## src/rtl/uart_rx_pkg.sv

```systemverilog
package uart_rx_pkg;
  typedef struct packed {
    logic       brk;
    logic       frm;
    logic       par;
    logic [7:0] data;
  } rx_char_t;

  localparam logic [2:0] IID_LINE = 3'b011;
  localparam logic [2:0] IID_DATA = 3'b010;
  localparam logic [2:0] IID_TMO  = 3'b110;
  localparam logic [2:0] IID_NONE = 3'b000;

  function automatic logic [4:0] trig_level(input logic [1:0] sel);
    case (sel)
      2'b00:   return 5'd1;
      2'b01:   return 5'd4;
      2'b10:   return 5'd8;
      default: return 5'd14;
    endcase
  endfunction

  // start + data(5..8) + parity + stop
  function automatic logic [3:0] frame_bits(input logic [1:0] len, input logic pen);
    return 4'd7 + {2'b00, len} + {3'b000, pen};
  endfunction
endpackage

```

## src/rtl/uart_rx_baud.sv

```systemverilog
module uart_rx_baud #(
  parameter int DIV_W = 16
) (
  input  logic       clk,
  input  logic       rst_n,
  input  logic       wr_hi,
  input  logic       wr_lo,
  input  logic [7:0] wr_byte,
  output logic       tick
);
  logic [DIV_W-1:0] div_q, cnt_q;
  logic             run_q;

  always_ff @(posedge clk or negedge rst_n) begin
    if (!rst_n) begin
      div_q <= '0;
      cnt_q <= '0;
      run_q <= 1'b0;
    end else if (wr_hi) begin
      div_q[DIV_W-1:8] <= wr_byte[DIV_W-9:0];
      run_q            <= 1'b0;
      cnt_q            <= '0;
    end else if (wr_lo) begin
      div_q[7:0] <= wr_byte;
      run_q      <= 1'b1;
      cnt_q      <= '0;
    end else if (run_q && div_q != '0) begin
      cnt_q <= (cnt_q == div_q - 1'b1) ? '0 : cnt_q + 1'b1;
    end
  end

  assign tick = run_q && (div_q != '0) && (cnt_q == div_q - 1'b1);

  assert_hold_after_hi_R1: assert property (@(posedge clk) disable iff (!rst_n)
    $past(wr_hi) |-> !tick);
endmodule

```

## src/rtl/uart_rx_shift.sv

```systemverilog
module uart_rx_shift
  import uart_rx_pkg::*;
(
  input  logic       clk,
  input  logic       rst_n,
  input  logic       tick,
  input  logic       rx_in,
  input  logic [1:0] char_len,
  input  logic       par_en,
  input  logic       par_even,
  input  logic       par_stick,
  output logic       done,
  output rx_char_t   chr
);
  typedef enum logic [2:0] {S_IDLE, S_START, S_DATA, S_PAR, S_STOP, S_HOLD} st_t;

  st_t        st;
  logic       rx_m, rx_s, pbit;
  logic [3:0] phase;
  logic [2:0] bitn;
  logic [7:0] shreg;
  logic [2:0] last_bit;
  logic       mid, exp_par, brk_w;

  assign last_bit = 3'd4 + {1'b0, char_len};
  assign mid      = tick && (phase == 4'd15);
  assign exp_par  = par_stick ? ~par_even : (par_even ? ^shreg : ~^shreg);
  assign brk_w    = !rx_s && (shreg == 8'h00) && !(par_en && pbit);

  always_ff @(posedge clk or negedge rst_n) begin
    if (!rst_n) begin
      rx_m <= 1'b1; rx_s <= 1'b1;
      st <= S_IDLE; phase <= '0; bitn <= '0; shreg <= '0; pbit <= 1'b0;
      done <= 1'b0; chr <= '0;
    end else begin
      rx_m <= rx_in;
      rx_s <= rx_m;
      done <= 1'b0;
      case (st)
        S_IDLE: if (tick && !rx_s) begin st <= S_START; phase <= '0; end
        S_START: if (tick) begin
          if (phase == 4'd7) begin
            if (!rx_s) begin st <= S_DATA; phase <= '0; bitn <= '0; shreg <= '0; end
            else st <= S_IDLE;
          end else phase <= phase + 4'd1;
        end
        S_DATA: if (tick) begin
          phase <= phase + 4'd1;
          if (phase == 4'd15) begin
            shreg[bitn] <= rx_s;
            if (bitn == last_bit) st <= par_en ? S_PAR : S_STOP;
            else bitn <= bitn + 3'd1;
          end
        end
        S_PAR: if (tick) begin
          phase <= phase + 4'd1;
          if (mid) begin pbit <= rx_s; st <= S_STOP; end
        end
        S_STOP: if (tick) begin
          phase <= phase + 4'd1;
          if (mid) begin
            done     <= 1'b1;
            chr.brk  <= brk_w;
            chr.frm  <= !rx_s;
            chr.par  <= par_en && !brk_w && (pbit != exp_par);
            chr.data <= brk_w ? 8'h00 : shreg;
            st       <= brk_w ? S_HOLD : S_IDLE;
          end
        end
        default: if (rx_s) st <= S_IDLE;
      endcase
    end
  end

  assert_done_on_tick_R7: assert property (@(posedge clk) disable iff (!rst_n)
    done |-> $past(tick));
  assert_break_zero_R7: assert property (@(posedge clk) disable iff (!rst_n)
    (done && chr.brk) |-> (chr.data == 8'h00 && chr.frm));
  assert_start_confirm_R4: assert property (@(posedge clk) disable iff (!rst_n)
    (st == S_DATA && $past(st) == S_START) |-> $past(!rx_s));
endmodule

```

## src/rtl/uart_rx_fifo.sv

```systemverilog
module uart_rx_fifo #(
  parameter int W     = 11,
  parameter int DEPTH = 16,
  localparam int AW   = $clog2(DEPTH),
  localparam int CW   = $clog2(DEPTH + 1)
) (
  input  logic          clk,
  input  logic          rst_n,
  input  logic          clr,
  input  logic          push,
  input  logic [W-1:0]  wdata,
  input  logic          pop,
  output logic [W-1:0]  rdata,
  output logic [CW-1:0] count,
  output logic          full,
  output logic          empty
);
  logic [W-1:0]  mem [DEPTH];
  logic [AW-1:0] wp, rp;
  logic          do_push, do_pop;

  assign full    = (count == CW'(DEPTH));
  assign empty   = (count == '0);
  assign do_push = push && !full;
  assign do_pop  = pop && !empty;
  assign rdata   = mem[rp];

  always_ff @(posedge clk) if (do_push && !clr) mem[wp] <= wdata;

  always_ff @(posedge clk or negedge rst_n) begin
    if (!rst_n) begin
      wp <= '0; rp <= '0; count <= '0;
    end else if (clr) begin
      wp <= '0; rp <= '0; count <= '0;
    end else begin
      if (do_push) wp <= wp + 1'b1;
      if (do_pop)  rp <= rp + 1'b1;
      count <= count + CW'(do_push) - CW'(do_pop);
    end
  end

  assert_no_overflow_R6: assert property (@(posedge clk) disable iff (!rst_n)
    count <= CW'(DEPTH));
  assert_pop_empty_R5: assert property (@(posedge clk) disable iff (!rst_n)
    (empty && !push) |=> empty);
endmodule

```

## src/rtl/uart_rx_irq.sv

```systemverilog
module uart_rx_irq
  import uart_rx_pkg::*;
#(
  parameter int DEPTH = 16,
  parameter int DIV_W = 16,
  localparam int CW   = $clog2(DEPTH + 1),
  localparam int TW   = 10
) (
  input  logic       clk,
  input  logic       rst_n,
  input  logic       rx_line,
  input  logic       div_wr_hi,
  input  logic       div_wr_lo,
  input  logic [7:0] div_byte,
  input  logic [1:0] char_len,
  input  logic       par_en,
  input  logic       par_even,
  input  logic       par_stick,
  input  logic [1:0] trig_sel,
  input  logic       fifo_clr,
  input  logic       lsr_rd,
  output logic       rd_valid,
  input  logic       rd_ready,
  output logic [7:0] rd_data,
  output logic       st_overrun,
  output logic       st_parity,
  output logic       st_framing,
  output logic       st_break,
  output logic       st_err_any,
  output logic [2:0] irq_id,
  output logic       irq_idle
);
  logic          tick, done, full, empty, push, pop;
  rx_char_t      chr, head;
  logic [CW-1:0] count, err_cnt;
  logic [TW-1:0] tmo_cnt, tmo_lim;
  logic          line_c, data_c, tmo_c, in_err, out_err;

  uart_rx_baud #(.DIV_W(DIV_W)) i_baud (
    .clk(clk), .rst_n(rst_n), .wr_hi(div_wr_hi), .wr_lo(div_wr_lo),
    .wr_byte(div_byte), .tick(tick));

  uart_rx_shift i_shift (
    .clk(clk), .rst_n(rst_n), .tick(tick), .rx_in(rx_line), .char_len(char_len),
    .par_en(par_en), .par_even(par_even), .par_stick(par_stick),
    .done(done), .chr(chr));

  uart_rx_fifo #(.W($bits(rx_char_t)), .DEPTH(DEPTH)) i_fifo (
    .clk(clk), .rst_n(rst_n), .clr(fifo_clr), .push(push), .wdata(chr),
    .pop(pop), .rdata(head), .count(count), .full(full), .empty(empty));

  assign push     = done && !full;
  assign rd_valid = !empty;
  assign pop      = rd_valid && rd_ready;
  assign rd_data  = head.data;
  assign in_err   = chr.par | chr.frm | chr.brk;
  assign out_err  = head.par | head.frm | head.brk;

  always_ff @(posedge clk or negedge rst_n) begin
    if (!rst_n) begin
      st_overrun <= 1'b0; st_parity <= 1'b0; st_framing <= 1'b0; st_break <= 1'b0;
      err_cnt <= '0;
    end else begin
      st_overrun <= (done && full)      | (st_overrun && !lsr_rd);
      st_parity  <= (push && chr.par)   | (st_parity  && !lsr_rd);
      st_framing <= (push && chr.frm)   | (st_framing && !lsr_rd);
      st_break   <= (push && chr.brk)   | (st_break   && !lsr_rd);
      if (fifo_clr) err_cnt <= '0;
      else err_cnt <= err_cnt + CW'(push && in_err) - CW'(pop && out_err);
    end
  end
  assign st_err_any = (err_cnt != '0);

  assign tmo_lim = {frame_bits(char_len, par_en), 6'b0};
  always_ff @(posedge clk or negedge rst_n) begin
    if (!rst_n) tmo_cnt <= '0;
    else if (fifo_clr || push || pop || lsr_rd || empty) tmo_cnt <= '0;
    else if (tick && tmo_cnt < tmo_lim) tmo_cnt <= tmo_cnt + 1'b1;
  end

  assign line_c   = st_overrun | st_parity | st_framing | st_break;
  assign data_c   = (count >= CW'(trig_level(trig_sel)));
  assign tmo_c    = !empty && (tmo_cnt >= tmo_lim);
  assign irq_idle = !(line_c | data_c | tmo_c);
  always_comb begin
    if (line_c)      irq_id = IID_LINE;
    else if (data_c) irq_id = IID_DATA;
    else if (tmo_c)  irq_id = IID_TMO;
    else             irq_id = IID_NONE;
  end

  assert_line_first_R11: assert property (@(posedge clk) disable iff (!rst_n)
    (st_overrun || st_parity || st_framing || st_break) |-> irq_id == IID_LINE);
  assert_idle_flag_R11: assert property (@(posedge clk) disable iff (!rst_n)
    irq_idle == (irq_id == IID_NONE));
  assert_overrun_keeps_R6: assert property (@(posedge clk) disable iff (!rst_n)
    (done && full && !pop && !fifo_clr) |=> full);
  assert_err_needs_data_R8: assert property (@(posedge clk) disable iff (!rst_n)
    st_err_any |-> rd_valid);
endmodule

```

## config.mk

```make
export PLATFORM = sky130hd
export DESIGN_NAME = uart_rx_irq
export DESIGN_NICKNAME = d
export VERILOG_FILES = /design/src/rtl/uart_rx_pkg.sv /design/src/rtl/uart_rx_baud.sv /design/src/rtl/uart_rx_shift.sv /design/src/rtl/uart_rx_fifo.sv /design/src/rtl/uart_rx_irq.sv
export SDC_FILE = /design/constraint.sdc
export NUM_CORES = 1
export LEC_CHECK = 0
export ABC_AREA = 1
export CAP_MARGIN = 40
export CELL_PAD_IN_SITES_DETAIL_PLACEMENT = 1
export CELL_PAD_IN_SITES_GLOBAL_PLACEMENT = 2
export CORE_UTILIZATION = 40
export DETAILED_ROUTE_END_ITERATION = 16
export GPL_ROUTABILITY_DRIVEN = 0
export GPL_TIMING_DRIVEN = 0
export PLACE_DENSITY = 0.77
export SLEW_MARGIN = 20
export SYNTH_ARGS = -nofsm -noshare
export SYNTH_HDL_FRONTEND = slang
export SYNTH_SLANG_ARGS = --single-unit
```

## constraint.sdc

```tcl
create_clock -name clk -period 8.75 [get_ports clk]
set_input_delay 1.75 -clock clk [delete_from_list [all_inputs] [get_ports clk]]
set_output_delay 1.75 -clock clk [all_outputs]
set_load 0.01 [all_outputs]
```

# After elaboration in Yosys (flattened, before gate mapping)
# Memories as Yosys holds them, arrays and structs flattened.
# Cells that the tools add are included.
# word_totals
register_bits	98
ram_bits	176
output_inout_bits	18
elab_cells	212
n_memories	1
# mem_list
memory	words	word_bits	rd	rd_clocked_by_memory_dff	wr	line_no	source
i_fifo.mem	16	11	1	0	1	uart_rx_fifo.sv:18	logic [W-1:0] mem [DEPTH];
# op_classes
add_sub_neg	14
order_cmp	5
eq_ne	26
mux	63
n_bitwise	15
n_reduce_logical	63
# ops
operator	count
$mux 3	22
$mux 16	4
$mux 8	6
$mux 4	9
$logic_and 1x1->1	27
$pmux 4 s3	2
$ne 2x1->1 const B	11
$mux 10	2
$add 16x1->16 const B	1
$eq 16x16->1	1
$pmux 8 s2	1
$reduce_bool 16->1	1
$sub 16x1->16 const B	1
$pmux 3 s5	1
$or 1x1->1	13
$add 4x1->4 const B	3
$reduce_and 11->1	1
$add 10x1->10 const B	1
$add 5x1->5	2
$ge 10x10->1	1
$lt 10x10->1	1
$mux 1	10
$mux 5	2
$reduce_bool 2->1	5
other kinds (42)	58

# Longest topological paths before layout
# depth
word_depth	8
ltp_mapped	19
depth_no_buf	19

# Cells and area by module
# From an unflattened synthesis, not the netlist that was laid out.
# unflattened
cells_unflattened	1674
hier_area_um2	14405.1
# by_module_without_submodules
module	instances	cells_per_inst	area_per_inst_um2	seq_area_each_um2
uart_rx_fifo	1	820	8371.8	5610.4
uart_rx_baud	1	365	2463.6	825.8
uart_rx_shift	1	275	2018.2	828.3
uart_rx_irq	1	214	1551.5	475.5

# Worst setup path after synthesis
# OpenSTA, ideal clock, no wires.
# synth_timing
path_kind	input to output
startpoint	input char_len[0]
endpoint	output irq_idle
arrival_time_ps	3555
t_required_ps	7000
path_slack_ps	3445
cell_stages	11
path_cell_list	inv_1 ha_1 ha_1 ha_1 a21oi_1 nor2_1 a211oi_1 o31ai_1 nand2_1 nand2_1 inv_1
# synth_between
elab_chain_cells	6
# synth_lines
item	line_no	source
start, declared	uart_rx_irq.sv:15	input logic [1:0] char_len,
$add 3x2->4	uart_rx_pkg.sv:25	return 4'd7 + {2'b00, len} + {3'b000, pen};
$add 4x1->4	uart_rx_pkg.sv:25	
$ge 10x10->1	uart_rx_irq.sv:83	assign tmo_c = !empty && (tmo_cnt >= tmo_lim);
$logic_and 1x1->1	uart_rx_irq.sv:83	
$or 1x1->1	uart_rx_irq.sv:84	assign irq_idle = !(line_c | data_c | tmo_c);
$logic_not 1->1	uart_rx_irq.sv:84	
end, declared	uart_rx_irq.sv:31	output logic irq_idle
# No other way between the ends.

# Worst setup path in the final report
# layout_timing
startpoint	input par_en
endpoint	output irq_idle
# layout_between
elab_chain_cells	5
# layout_lines
item	line_no	source
start, declared	uart_rx_irq.sv:16	input logic par_en,
$add 4x1->4	uart_rx_pkg.sv:25	
$ge 10x10->1	uart_rx_irq.sv:83	
$logic_and 1x1->1	uart_rx_irq.sv:83	
$or 1x1->1	uart_rx_irq.sv:84	
$logic_not 1->1	uart_rx_irq.sv:84	
# No other way between the ends.

==> impl_metrics.toml <==
[finish]
finalCoreUtilization = 0.471
total_nets_final = 1398
synthToLayoutAreaGrowth_pct = 16.0
num_antenna_cells = 0
layout-drive-gt1-share = 0.0883
final_cell_count_no_fill = 1761

[global_route]
first_global_vias = 9806
first_pass_grt_wire_length_um = 54500
grt.total_usage = 0.215
grt_antenna_before_repair = 0
aggregate_global_routing_overflow = 0
grt_start_max_net_pins = 67

[power]
pwr_density_cell_nw_per_um2 = 241
totalPowerFinal_uw = 3590
cellLeakagePower_uw = 0.00531
irDropWorstVdd_v = 0.000151

[place]
detailedPlacementHpwl_um = 23900
place.detailed.instances = 1705
port-buffer-count = 40

[yosys]
synth_cell_type_count = 51
synthesis.nets = 1315
yosysTopAreaCell = "edfxtp_1"
yosys_warnings = 0
post_synth_main_area_contributors = "edfxtp_1 (41%), dfrtp_1 (19%), nor2_1 (5.4%), nand2_1 (5.3%), o21ai_0 (4.3%)"
ys_seq_elements = 274
postSynth.asyncResetShare = 0.358
synth.avg_cell_area_um2 = 10.2
synthMostInstantiatedCell = "nor2_1"
synth.yosys.seq_area_share = 0.604
synthCells = 1252
synth_top_area_frac = 0.412
synthTopCellsByCount = "nor2_1 (185), nand2_1 (182), edfxtp_1 (176)"
edff_count_synth = 176
ys.flop_type = "edfxtp_1"
mappedNetlistArea_um2 = 12800

[timing]
worstMarginPinSlew_ns = 0.829
slew_violations = 0
finalCriticalPeriod_ns = 6.74
rsz0062_at_grt = "false"
report.final.hold_viol_count = 0
worst_hold_slack_across_all_endpoints_ns = 0.356
finalClockSkew_ns = 0.0278
report.final.setup_viol = 0
final_min_period_over_clock_period = 0.771
totalNegativeSetupSlack_ns = 0
max_slew_margin = 0.447
clock.fmax_mhz = 148

[floorplanning]
placement_rows = 65
die_x_um = 181
core_area_um2 = 31600
dieArea_um2 = 32800
io_pins = 41
dieHeight_um = 181
start_util = 0.406

[worst_hold_path]
worstHoldPathType = "flop to flop"
hold_start = "i_shift.rx_m"

[critical_path]
path_cells = "clkdlybuf4s50_1, inv_1, ha_1, ha_1, ha_1, a21oi_1, nor2_1, a211oi_1, o31ai_1, nand2_1, nand2_1, inv_1, clkdlybuf4s50_1"
critical_path_maximum_fanout = 5
endpoint_kind_of_the_worst_setup_timing_path = "primary output"
cp-startpoint = "par_en"
slowest_cell_on_the_critical_path = "a211oi_1"
worst-path-buf-inv = 4
crit-reg2reg-launch = "i_fifo.rp[0]"
criticalPathCategory = "input pin to primary output"
crit_path_frequent_cell = "ha_1"
worst_ep_required_time_ns = 7.00
timing.critical_path.max_delay_family = "buffers and inverters"
worst_stage_delay_on_the_critical_path_ns = 0.55
launching_element_type_of_the_critical_path = "input pin"
timing.critical_path.arrival_ns = 4.99

[clock_tree]
cts-root-buf = "clkbuf_16"
htree_levels = 1
clk_latency_ns = 0.57
cts-buffers-inserted = 30
cts_tree = "built"
clock-sinks = 274
clock_input_transition_at_the_sequential_cells_of_the_worst_setup_and_hold_paths_ns = 0.06
cts_buffer_depth = 3
hold_buffers = 0
postCtsSetupBuffers = 0
cts_resized = 0

[route]
first_pass_iters = 4
post-route-drc-count = 0
routed_wirelength_um = 34400
wl_per_cell_um = 19.5
vias = 9325
post_drt_via_cell_ratio = 5.30
detailedRoute.firstIterationViolations = 521
detail-route-antenna-nets = 0

[outcome]
outcome = "complete, no violations"

[run]
cap_violations = 0
-- state kept, by name, indices dropped and copies added, names as in the netlist, 3 cells and up --
name           cells
i_shift.phase      4
i_fifo.rp          4
i_baud.div_q      16
err_cnt            5
tmo_cnt           10
i_baud.cnt_q      16
i_fifo.mem       176
i_shift.bitn       3
i_shift.shreg      8
i_shift.chr       11
i_shift.st         3
i_fifo.count       5
i_fifo.wp          4
-- area by class of cell --
cell class              instances  area [µm²]
multi-input cells             808        4450
inverters                     131         493
plain buffers                  39         169
fillers                      3515       16700
flip-flops and latches        274        7740
clock buffers                  41         832
well taps                     402         503
clock inverters                15         169
repair buffers                 51         515
-- cell families after synthesis --
| family | count (synthesis) | synth area share |
|---|---|---|
| AND/OR/NAND/NOR | 509 | 0.174 |
| flip-flops | 274 | 0.604 |
| AO/OA/AOI/OAI | 220 | 0.102 |
| buffers and inverters | 170 | 0.0516 |
| adder cells (fa/ha/maj) | 40 | 0.0402 |
| XOR/XNOR | 33 | 0.0225 |
| multiplexers | 6 | 0.00527 |
-- power breakdown --
part           internal, µW  switching [µW]  total (µW)
sequential             1420            48.8        1460
clock                   754             532        1290
combinational           286             554         840
total                  2460            1140        3590
-- metrics by stage --
| step | setup slack, ns | area, µm² |
|---|---|---|
| global placement | 1.66 | 13700 |
| detailed placement | 1.96 | 13900 |
| CTS | 1.95 | 14900 |
| floorplan | 3.45 | 12800 |
| finish | 2.01 | 14900 |
| global route | 1.76 | 14900 |
-- routing by layer --
| layer | GRT usage | wire length, µm |
|---|---|---|
| met1 | 0.279 | 15400 |
| met2 | 0.376 | 17000 |
| met3 | 0.0262 | 1240 |
| met4 | 0.0634 | 768 |
| met5 | 0 | 0 |
-- layout by cell type (no fill, tap or decap), drive strengths merged, types with 4 or more instances in the layout --
cell type	instances
nor2	195
nand2	188
edfxtp	176
inv	129
o21ai	119
dfrtp	96
clkbuf	74
nand3	51
clkdlybuf4s50	39
ha	38
a21oi	35
nor3	33
o221ai	24
nand4	23
xor2	23
buf	18
clkinv	11
o22ai	10
xnor2	10
o211ai	9
nor4	8
mux2	6
or2	5
o41ai	5
nand3b	5
o31ai	4
a211oi	4
o21a	4
-- worst reg2reg max path, delay by kind of cell (launching register included) --
| kind | cells | cell delay (ns) |
|---|---|---|
| flip-flops | 1 | 0.40 |
| buffers and inverters | 4 | 1.12 |
| adder cells (fa/ha/maj) | 3 | 0.81 |
| AND/OR/NAND/NOR | 6 | 0.56 |
| AO/OA/AOI/OAI | 3 | 0.56 |
-- worst paths after layout --
| check | endpoint | slack (ns) | depth (start not counted) |
|---|---|---|---|
| min | i_shift.rx_s | 0.36 | 0 |
| min reg2reg | i_shift.rx_s | 0.36 | 0 |
| max reg2reg | err_cnt[4] | 5.19 | 16 |
| max in group asynchronous | i_fifo.rp[2] | 7.01 | 2 |
| min in group asynchronous | i_shift.st[2] | 1.08 | 1 |
| max | irq_idle | 2.01 | 13 |
(Power assumes the default switching activity.)
